[src/rtl/mcr_pkg.sv]
package mcr_pkg;
  // Fixed interrupt-source layout shared by the register map and the steering logic.
  localparam int LOCAL_W  = 4;               // local lines per group (timer or mailbox)
  localparam int CTRL_W   = 2 * LOCAL_W;     // control byte: IRQ enables low, FIQ enables high
  localparam int SRC_W    = 12;              // meaningful source-register width
  localparam int UP_BIT   = 2 * LOCAL_W;     // source bit of the shared upstream line
  localparam int DATA_W   = 32;

  // Register offsets (byte addresses)
  localparam int OFF_ROUTE = 'h0C;
  localparam int OFF_TCTRL = 'h40;
  localparam int OFF_MCTRL = 'h50;
  localparam int OFF_ISRC  = 'h60;
  localparam int OFF_FSRC  = 'h70;

  // Steering of one group of local lines: FIQ enable wins over IRQ enable.
  // Returns {fiq_bits, irq_bits}.
  function automatic logic [CTRL_W-1:0] steer_group(input logic [LOCAL_W-1:0] active,
                                                     input logic [CTRL_W-1:0]  ctrl);
    logic [LOCAL_W-1:0] fiq_en;
    logic [LOCAL_W-1:0] irq_en;
    fiq_en = ctrl[CTRL_W-1:LOCAL_W];
    irq_en = ctrl[LOCAL_W-1:0];
    return {active & fiq_en, active & irq_en & ~fiq_en};
  endfunction

  // Word-aligned match of an address against base + 4*index.
  function automatic logic addr_hit(input logic [7:0] addr, input int base, input int idx);
    return addr == 8'(base + 4 * idx);
  endfunction
endpackage

[src/rtl/mcr_regs.sv]
module mcr_regs
  import mcr_pkg::*;
#(
  parameter int NC = 4,
  localparam int CW = $clog2(NC)
) (
  input  logic              clk,
  input  logic              rst_n,
  input  logic              wr_en,
  input  logic [7:0]        addr,
  input  logic [DATA_W-1:0] wdata,
  output logic [CW-1:0]     route_irq,
  output logic [CW-1:0]     route_fiq,
  output logic [NC*CTRL_W-1:0] tctrl,
  output logic [NC*CTRL_W-1:0] mctrl,
  output logic              wr_noeffect
);
  logic hit_route;
  logic [NC-1:0] hit_t;
  logic [NC-1:0] hit_m;

  always_comb begin
    hit_route = addr_hit(addr, OFF_ROUTE, 0);
    for (int c = 0; c < NC; c++) begin
      hit_t[c] = addr_hit(addr, OFF_TCTRL, c);
      hit_m[c] = addr_hit(addr, OFF_MCTRL, c);
    end
  end

  // A write that lands on no writable register (read-only or unmapped).
  assign wr_noeffect = wr_en && !hit_route && (hit_t == '0) && (hit_m == '0);

  always_ff @(posedge clk) begin
    if (!rst_n) begin
      route_irq <= '0;
      route_fiq <= '0;
      tctrl     <= '0;
      mctrl     <= '0;
    end else if (wr_en) begin
      if (hit_route) begin
        route_irq <= wdata[CW-1:0];
        route_fiq <= wdata[2*CW-1:CW];
      end
      for (int c = 0; c < NC; c++) begin
        if (hit_t[c]) tctrl[c*CTRL_W +: CTRL_W] <= wdata[CTRL_W-1:0];
        if (hit_m[c]) mctrl[c*CTRL_W +: CTRL_W] <= wdata[CTRL_W-1:0];
      end
    end
  end
endmodule

[src/rtl/mcr_steer.sv]
module mcr_steer
  import mcr_pkg::*;
(
  input  logic [LOCAL_W-1:0] tmr_act,
  input  logic [LOCAL_W-1:0] mbx_act,
  input  logic [CTRL_W-1:0]  tctrl,
  input  logic [CTRL_W-1:0]  mctrl,
  input  logic               up_irq_hit,
  input  logic               up_fiq_hit,
  output logic [SRC_W-1:0]   irq_src,
  output logic [SRC_W-1:0]   fiq_src
);
  logic [CTRL_W-1:0] t_res;
  logic [CTRL_W-1:0] m_res;

  assign t_res = steer_group(tmr_act, tctrl);
  assign m_res = steer_group(mbx_act, mctrl);

  always_comb begin
    irq_src = '0;
    fiq_src = '0;
    irq_src[LOCAL_W-1:0]         = t_res[LOCAL_W-1:0];
    fiq_src[LOCAL_W-1:0]         = t_res[CTRL_W-1:LOCAL_W];
    irq_src[2*LOCAL_W-1:LOCAL_W] = m_res[LOCAL_W-1:0];
    fiq_src[2*LOCAL_W-1:LOCAL_W] = m_res[CTRL_W-1:LOCAL_W];
    irq_src[UP_BIT]              = up_irq_hit;
    fiq_src[UP_BIT]              = up_fiq_hit;
  end
endmodule

[src/rtl/mc_irq_router.sv]
module mc_irq_router
  import mcr_pkg::*;
#(
  parameter int NUM_CORES = 4,
  parameter int ADDR_W    = 8,
  localparam int CW       = $clog2(NUM_CORES),
  localparam int LINES    = NUM_CORES * LOCAL_W
) (
  input  logic                 clk,
  input  logic                 rst_n,
  input  logic                 bus_sel,
  input  logic                 bus_wr,
  input  logic [ADDR_W-1:0]    bus_addr,
  input  logic [DATA_W-1:0]    bus_wdata,
  output logic [DATA_W-1:0]    bus_rdata,
  input  logic [LINES-1:0]     tmr_req,
  input  logic [LINES-1:0]     mbx_pend,
  input  logic                 up_irq,
  input  logic                 up_fiq,
  output logic [NUM_CORES-1:0] core_irq,
  output logic [NUM_CORES-1:0] core_fiq
);
  logic [CW-1:0] route_irq;
  logic [CW-1:0] route_fiq;
  logic [NUM_CORES*CTRL_W-1:0] tctrl;
  logic [NUM_CORES*CTRL_W-1:0] mctrl;
  logic wr_noeffect;
  logic [NUM_CORES*SRC_W-1:0] irq_src_flat;
  logic [NUM_CORES*SRC_W-1:0] fiq_src_flat;
  logic [2*CW+2*NUM_CORES*CTRL_W-1:0] cfg_flat;
  logic [NUM_CORES-1:0] irq_any;
  logic [NUM_CORES-1:0] fiq_any;

  mcr_regs #(.NC(NUM_CORES)) u_regs (
    .clk        (clk),
    .rst_n      (rst_n),
    .wr_en      (bus_sel && bus_wr),
    .addr       (8'(bus_addr)),
    .wdata      (bus_wdata),
    .route_irq  (route_irq),
    .route_fiq  (route_fiq),
    .tctrl      (tctrl),
    .mctrl      (mctrl),
    .wr_noeffect(wr_noeffect)
  );

  assign cfg_flat = {route_fiq, route_irq, tctrl, mctrl};

  for (genvar c = 0; c < NUM_CORES; c++) begin : g_core
    mcr_steer u_steer (
      .tmr_act   (tmr_req[c*LOCAL_W +: LOCAL_W]),
      .mbx_act   (mbx_pend[c*LOCAL_W +: LOCAL_W]),
      .tctrl     (tctrl[c*CTRL_W +: CTRL_W]),
      .mctrl     (mctrl[c*CTRL_W +: CTRL_W]),
      .up_irq_hit(up_irq && (route_irq == CW'(c))),
      .up_fiq_hit(up_fiq && (route_fiq == CW'(c))),
      .irq_src   (irq_src_flat[c*SRC_W +: SRC_W]),
      .fiq_src   (fiq_src_flat[c*SRC_W +: SRC_W])
    );
    assign irq_any[c] = |irq_src_flat[c*SRC_W +: SRC_W];
    assign fiq_any[c] = |fiq_src_flat[c*SRC_W +: SRC_W];
  end

  // One output flop per line: glitch-free levels at the cores.
  always_ff @(posedge clk) begin
    if (!rst_n) begin
      core_irq <= '0;
      core_fiq <= '0;
    end else begin
      core_irq <= irq_any;
      core_fiq <= fiq_any;
    end
  end

  // Combinational read mux; unmapped or misaligned offsets read zero.
  always_comb begin
    bus_rdata = '0;
    if (bus_sel && !bus_wr) begin
      if (addr_hit(8'(bus_addr), OFF_ROUTE, 0))
        bus_rdata = DATA_W'({route_fiq, route_irq});
      for (int c = 0; c < NUM_CORES; c++) begin
        if (addr_hit(8'(bus_addr), OFF_TCTRL, c)) bus_rdata = DATA_W'(tctrl[c*CTRL_W +: CTRL_W]);
        if (addr_hit(8'(bus_addr), OFF_MCTRL, c)) bus_rdata = DATA_W'(mctrl[c*CTRL_W +: CTRL_W]);
        if (addr_hit(8'(bus_addr), OFF_ISRC, c))  bus_rdata = DATA_W'(irq_src_flat[c*SRC_W +: SRC_W]);
        if (addr_hit(8'(bus_addr), OFF_FSRC, c))  bus_rdata = DATA_W'(fiq_src_flat[c*SRC_W +: SRC_W]);
      end
    end
  end
endmodule

[config.mk]
export PLATFORM = sky130hd
export DESIGN_NAME = mc_irq_router
export DESIGN_NICKNAME = d
export VERILOG_FILES = /design/src/rtl/mcr_pkg.sv /design/src/rtl/mcr_regs.sv /design/src/rtl/mcr_steer.sv /design/src/rtl/mc_irq_router.sv
export SDC_FILE = /design/constraint.sdc
export NUM_CORES = 1
export LEC_CHECK = 0
export ABC_AREA = 0
export BUFFER_PORTS_ARGS = -buffer_cell sky130_fd_sc_hd__buf_2
export CORE_AREA = 2 2 106 108
export DETAILED_ROUTE_END_ITERATION = 16
export DIE_AREA = 0 0 108 110
export GPL_TIMING_DRIVEN = 0
export PLACE_DENSITY = 0.76
export SLEW_MARGIN = 40
export SYNTH_ARGS = -nofsm -noshare
export SYNTH_HDL_FRONTEND = slang
export SYNTH_SLANG_ARGS = --single-unit
[constraint.sdc]
create_clock -name clk -period 1.64 [get_ports clk]
set_input_delay 0 -clock clk [delete_from_list [all_inputs] [get_ports clk]]
set_output_delay 0 -clock clk [all_outputs]
set_load 0.03 [all_outputs]
Word level (Yosys, flattened, before mapping)
Cells that the tools add are included.
{ "op_classes": {"n_eq_ne": 23, "mux": 18, "reduce_logical": 30, "bitwise": 32} }
{ "ops": {"columns": ["cell", "count"], "rows": [
  ["$mux 32", 17],
  ["$eq 8x7->1 const B", 16],
  ["$and 4x4->4", 24],
  ["$reduce_or 9->1", 8],
  ["$not 4->4", 8],
  ["$reduce_and 2->1", 9],
  ["$logic_and 1x1->1", 10],
  ["$eq 2x2->1 const B", 4],
  ["$eq 8x4->1 const B", 1],
  ["$eq 2x1->1 const B", 2],
  ["$logic_not 2->1", 2],
  ["$mux 4", 1],
  ["$logic_not 1->1", 1]
]} }
{ "word_totals": {"out_inout_bits": 40, "register_bits": 76, "wordCells": 115} }

Longest topological paths before layout
{ "depth": {"depth_word": 19, "ltp_mapped": 9, "mapped_depth_nobuf": 6} }

Cells and area by module
Synthesis repeated with hierarchy kept, for this count alone.
{ "hier_totals": {"cells_unflattened": 727, "area_unflattened_um2": 6077.1} }
{ "modules_own_cells": {"columns": ["module", "cells_per_inst", "seq_area_each_um2", "n_inst", "area_per_inst_um2"], "rows": [
  ["mc_irq_router", 381, 160.2, 1, 2672.6],
  ["mcr_regs", 246, 1361.3, 1, 2628.8],
  ["mcr_steer", 25, 0.0, 4, 193.9]
]} }

Least setup slack after synthesis
OpenSTA, ideal clock, no wires.
{ "synth_timing": {"path_type": "input to output", "start": "input bus_addr[7]", "end": "output bus_rdata[0]", "path_buffers": 1, "required_time_ps": 1640, "path_slack_ps": -482, "stages": 7, "t_arrival_ps": 2122, "cell_sequence": "buf_2 > or4b_4 > nor3b_4 > nand2_1 > o22ai_1 > a221oi_1 > a221oi_1"} }
{ "synth_via": {"elab_chain_cells": 19, "word_cells_on_any_way": 35, "cone_classes": "17 x eq/ne; 18 x mux"} }
{ "synth_lines": {"columns": ["item", "line_no", "source"], "rows": [
  ["from (decl)", "mc_irq_router.sv:13", "input logic [ADDR_W-1:0] bus_addr,"],
  ["$eq 8x4->1", "mcr_pkg.sv:29", "return addr == 8'(base + 4 * idx);"],
  ["$mux 4", "mc_irq_router.sv:79", "if (addr_hit(8'(bus_addr), OFF_ROUTE, 0))"],
  ["$mux 32", "mc_irq_router.sv:82", "if (addr_hit(8'(bus_addr), OFF_TCTRL, c)) bus_rdata = DATA_W'(tctrl[c*CTRL_W +: CTRL_W]);"],
  ["$mux 32", "mc_irq_router.sv:83", "if (addr_hit(8'(bus_addr), OFF_MCTRL, c)) bus_rdata = DATA_W'(mctrl[c*CTRL_W +: CTRL_W]);"],
  ["$mux 32", "mc_irq_router.sv:84", "if (addr_hit(8'(bus_addr), OFF_ISRC, c)) bus_rdata = DATA_W'(irq_src_flat[c*SRC_W +: SRC_W]);"],
  ["$mux 32", "mc_irq_router.sv:85", "if (addr_hit(8'(bus_addr), OFF_FSRC, c)) bus_rdata = DATA_W'(fiq_src_flat[c*SRC_W +: SRC_W]);"],
  ["$mux 32", "mc_irq_router.sv:82", null],
  ["$mux 32", "mc_irq_router.sv:83", null],
  ["[3 not listed]", null, null],
  ["$mux 32", "mc_irq_router.sv:83", null],
  ["$mux 32", "mc_irq_router.sv:84", null],
  ["$mux 32", "mc_irq_router.sv:85", null],
  ["$mux 32", "mc_irq_router.sv:82", null],
  ["$mux 32", "mc_irq_router.sv:83", null],
  ["$mux 32", "mc_irq_router.sv:84", null],
  ["$mux 32 (*)", "mc_irq_router.sv:85", null],
  ["$mux 32 (*)", "mc_irq_router.sv:78", "if (bus_sel && !bus_wr) begin"],
  ["to (decl)", "mc_irq_router.sv:15", "output logic [DATA_W-1:0] bus_rdata,"]
]} }
Every way passes the cells marked *; elsewhere a longest branch is shown, timed or not.

Final worst setup path
{ "layout_timing": {"start": "register u_regs.mctrl[15]", "end": "output bus_rdata[7]"} }
{ "layout_via": {"elab_chain_cells": 13, "word_cells_on_any_way": 15, "cone_classes": "12 x mux; 3 x bitwise"} }
{ "layout_lines": {"columns": ["item", "line_no", "source"], "rows": [
  ["from (decl)", "mcr_regs.sv:15", "output logic [NC*CTRL_W-1:0] mctrl,"],
  ["from (signal, indexed assignment)", "mcr_regs.sv:46", "if (hit_m[c]) mctrl[c*CTRL_W +: CTRL_W] <= wdata[CTRL_W-1:0];"],
  ["$not 4->4", "mcr_pkg.sv:24", "return {active & fiq_en, active & irq_en & ~fiq_en};"],
  ["$and 4x4->4", "mcr_pkg.sv:24", null],
  ["$mux 32", "mc_irq_router.sv:84", null],
  ["$mux 32 (*)", "mc_irq_router.sv:85", null],
  ["$mux 32 (*)", "mc_irq_router.sv:82", null],
  ["$mux 32 (*)", "mc_irq_router.sv:83", null],
  ["$mux 32 (*)", "mc_irq_router.sv:84", null],
  ["$mux 32 (*)", "mc_irq_router.sv:85", null],
  ["$mux 32 (*)", "mc_irq_router.sv:82", null],
  ["$mux 32 (*)", "mc_irq_router.sv:83", null],
  ["$mux 32 (*)", "mc_irq_router.sv:84", null],
  ["$mux 32 (*)", "mc_irq_router.sv:85", null],
  ["$mux 32 (*)", "mc_irq_router.sv:78", null]
]} }
Marks and branches as above.

==> flow_summary.ini <==
[sta]
setup_viol = 9
slew_viol_final = 0
relSlewSlack = 0.406
setup_tns_ns = -3.20
period_share = 1.45
grt_setup_unrepaired = true
min_period_ns = 2.37
fmax_mhz = 422
worst_slack_ns = -0.730
worst_slew_pin_slew_ns = 0.891
fin_skew_ns = 0.0108
hold_viol = 0

[worst_setup_path]
reg2regPathDepth = 5
critical_path.max_stage_delay_ns = 0.48
worst_r2r_endpoint = core_fiq[3]
path_cells = or4bb_1, a2111o_1, o31ai_4, a21oi_2, o22ai_2, a32o_2, buf_6
worstSetupStartpointType = flip-flop
r2r_start = u_regs.route_fiq[1]
crit_required_ns = 1.64
worstSetupPathType = reg2out
critPathBufInv = 1
worstPathArrival_ns = 2.37
crit_path_max_fanout = 5
crit_slowest_cell = or4bb_1
crit_family = compound AO/OA/AOI/OAI gates
reg2reg_slack_ns = 0.10
endpoint_kind = output pin

[synthesis]
yosysSeqAreaShare = 0.290
yosys_warnings = 0
yosysMostFrequentCell = nand2_1
syn_avg_cell_area_um2 = 7.57
async_reset_ff_frac = 0
synth.distinct_cells = 65
synthTopCellsByCount = nand2_1, dfxtp_1, nor2_1
ys.flop_type = dfxtp_1
synthCells = 694
netlist_area_um2 = 5260
synth_top_cell_by_area = dfxtp_1
yosys.area.top_type_share = 0.290
yosys_register_bits = 76
synthTopCellsByArea = dfxtp_1, mux2i_1, nand2_1
synth_edf_count = 0

[run_status]
status = complete, but fails checks
violations = negative setup slack

[floorplan]
die_y_um = 110
num_rows = 38
core_um2 = 10700
die_w_um = 108
die-area_um2 = 11900
io_pins = 118
initial_core_util = 0.491

[global_route]
antenna_found_initial = 0
overflow = 0
grt_pass1_wl_mm = 35.6
groute.usage.overall = 0.414
grt_start_max_net_pins = 14
grt_pass1_vias = 5693

[clock_network]
clkLatencyLatePin_ns = 0.40
htreeDepth = 3
cts_max_path_buffers = 2
root_buffer = clkbuf_8
cts_made_buffers = 9
cts_tree = yes
clock_sinks = 76
clk_pin_slew_ns = 0.08

[placement]
io_buffers = 58
pre_cts_ws_ns = -0.945
placed_area_um2 = 5920
gp_congestion = 1.09
dpl.hpwl_mm = 17.4

[finish]
fill_cells = 945
fin_util = 0.641
final_area_um2 = 6860
drive_gt1_frac = 0.308
final_nets = 896
area_growth_pct = 30.5
diodes = 0

[detailed_routing]
drtPass1Iterations = 5
via_per_inst = 6.63
wl_per_cell_um = 25.4
antenna_left = 0
drtIter0Drc = 775
routed_wl_mm = 24.5
drc = 0
num_vias = 6379

[min_path]
hp-start = tmr_req[13]
min_to = core_irq[3]
whs_path_depth = 5
min_path_type = in2reg

[power]
power_w = 0.00391
leakagePower_nw = 2.49
pwr_density_cell_nw_per_um2 = 570
peakVddDrop_v = 0.000747

[job]
drv_cap = 0
## where the power goes
part | internal, W | switching (W) | leakage, nW
Sequential | 0.00184 | 0.00000239 | 0.623
Clock | 0.000538 | 0.000775 | 0.0811
Combinational | 0.000235 | 0.000518 | 1.78
Total | 0.00261 | 0.00130 | 2.49
## logic make-up after synthesis
logic type             synth area share
AOI/OAI and AO/OA                 0.253
buffers and inverters            0.0838
DFF                               0.290
muxes                            0.0917
other                          0.000714
and+or+nand+nor                   0.281
## layout by cell type (no fill, tap or decap), types with 8 or more instances in the layout
cell	count
nor2_1	68
a21oi_1	49
buf_4	55
buf_6	12
buf_2	54
a31oi_1	10
clkbuf_8	9
nand2_1	79
nand3_1	20
mux2i_1	47
a21oi_2	8
nand2b_1	11
clkbuf_1	22
dfxtp_1	58
inv_1	12
nand3b_1	25
o21ai_0	39
dfxtp_2	13
conb_1	23
a22oi_1	10
## worst max-delay path by stage
stage	start	to	slack (ns)	cells after the start
floorplan	bus_addr[0]	bus_rdata[0]	-0.1	7
global placement	bus_addr[5]	bus_rdata[0]	-1.01	8
detailed placement	bus_addr[4]	bus_rdata[0]	-0.95	10
CTS	u_regs.mctrl[15]	bus_rdata[7]	-0.73	7
global route	u_regs.mctrl[15]	bus_rdata[7]	-0.74	7
finish	u_regs.mctrl[15]	bus_rdata[7]	-0.73	7
## repair_timing
action,CTS,global route
pin swaps,19,18
endpoints found under the setup margin,73,23
buffers inserted,11,18
hold endpoints to repair,6,0
resized for setup,92,57
hold buffers,6,0
## layer usage
metal	vias to the layer above	track usage	part of all wire
li1	2750	-	-
met1	2995	0.555	0.40
met2	521	0.619	0.43
met3	113	0.0911	0.12
met4	0	0.227	0.056
met5	-	0	0
## flip-flops by register name, indices dropped and copies added (netlist names)
register          count
u_regs.route_irq      2
core_fiq              4
u_regs.route_fiq      2
u_regs.mctrl         32
core_irq              4
u_regs.tctrl         32
## cell type report
type | count | area, um2 | area share
flip-flops and latches | 76 | 1560 | 0.227
inverters | 12 | 45.0 | 0.00657
repair buffers | 93 | 627 | 0.0914
multi-input cells | 553 | 3800 | 0.555
clock buffers | 9 | 124 | 0.0181
clock inverters | 6 | 42.5 | 0.00621
plain buffers | 73 | 480 | 0.0701
well taps | 140 | 175 | 0.0256
## tightest hold or removal path, delay by kind of cell
kind | cells | cell delay (ns)
simple gates | 3 | 0.21
buf+inv | 1 | 0.11
compound gates | 1 | 0.06
## metrics by stage
| stage | hold WS, ns | std cells |
|---|---|---|
| 5_1_grt | 0.0421 | 962 |
| 3_5_place_dp | 0.312 | 914 |
| 6_report | 0.0177 | 962 |
| 4_1_cts | 0.00413 | 944 |
| 2_1_floorplan | 0.128 | 716 |
| 3_3_place_gp | 0.326 | 914 |
Note: power is estimated with default switching activity, not from simulation.
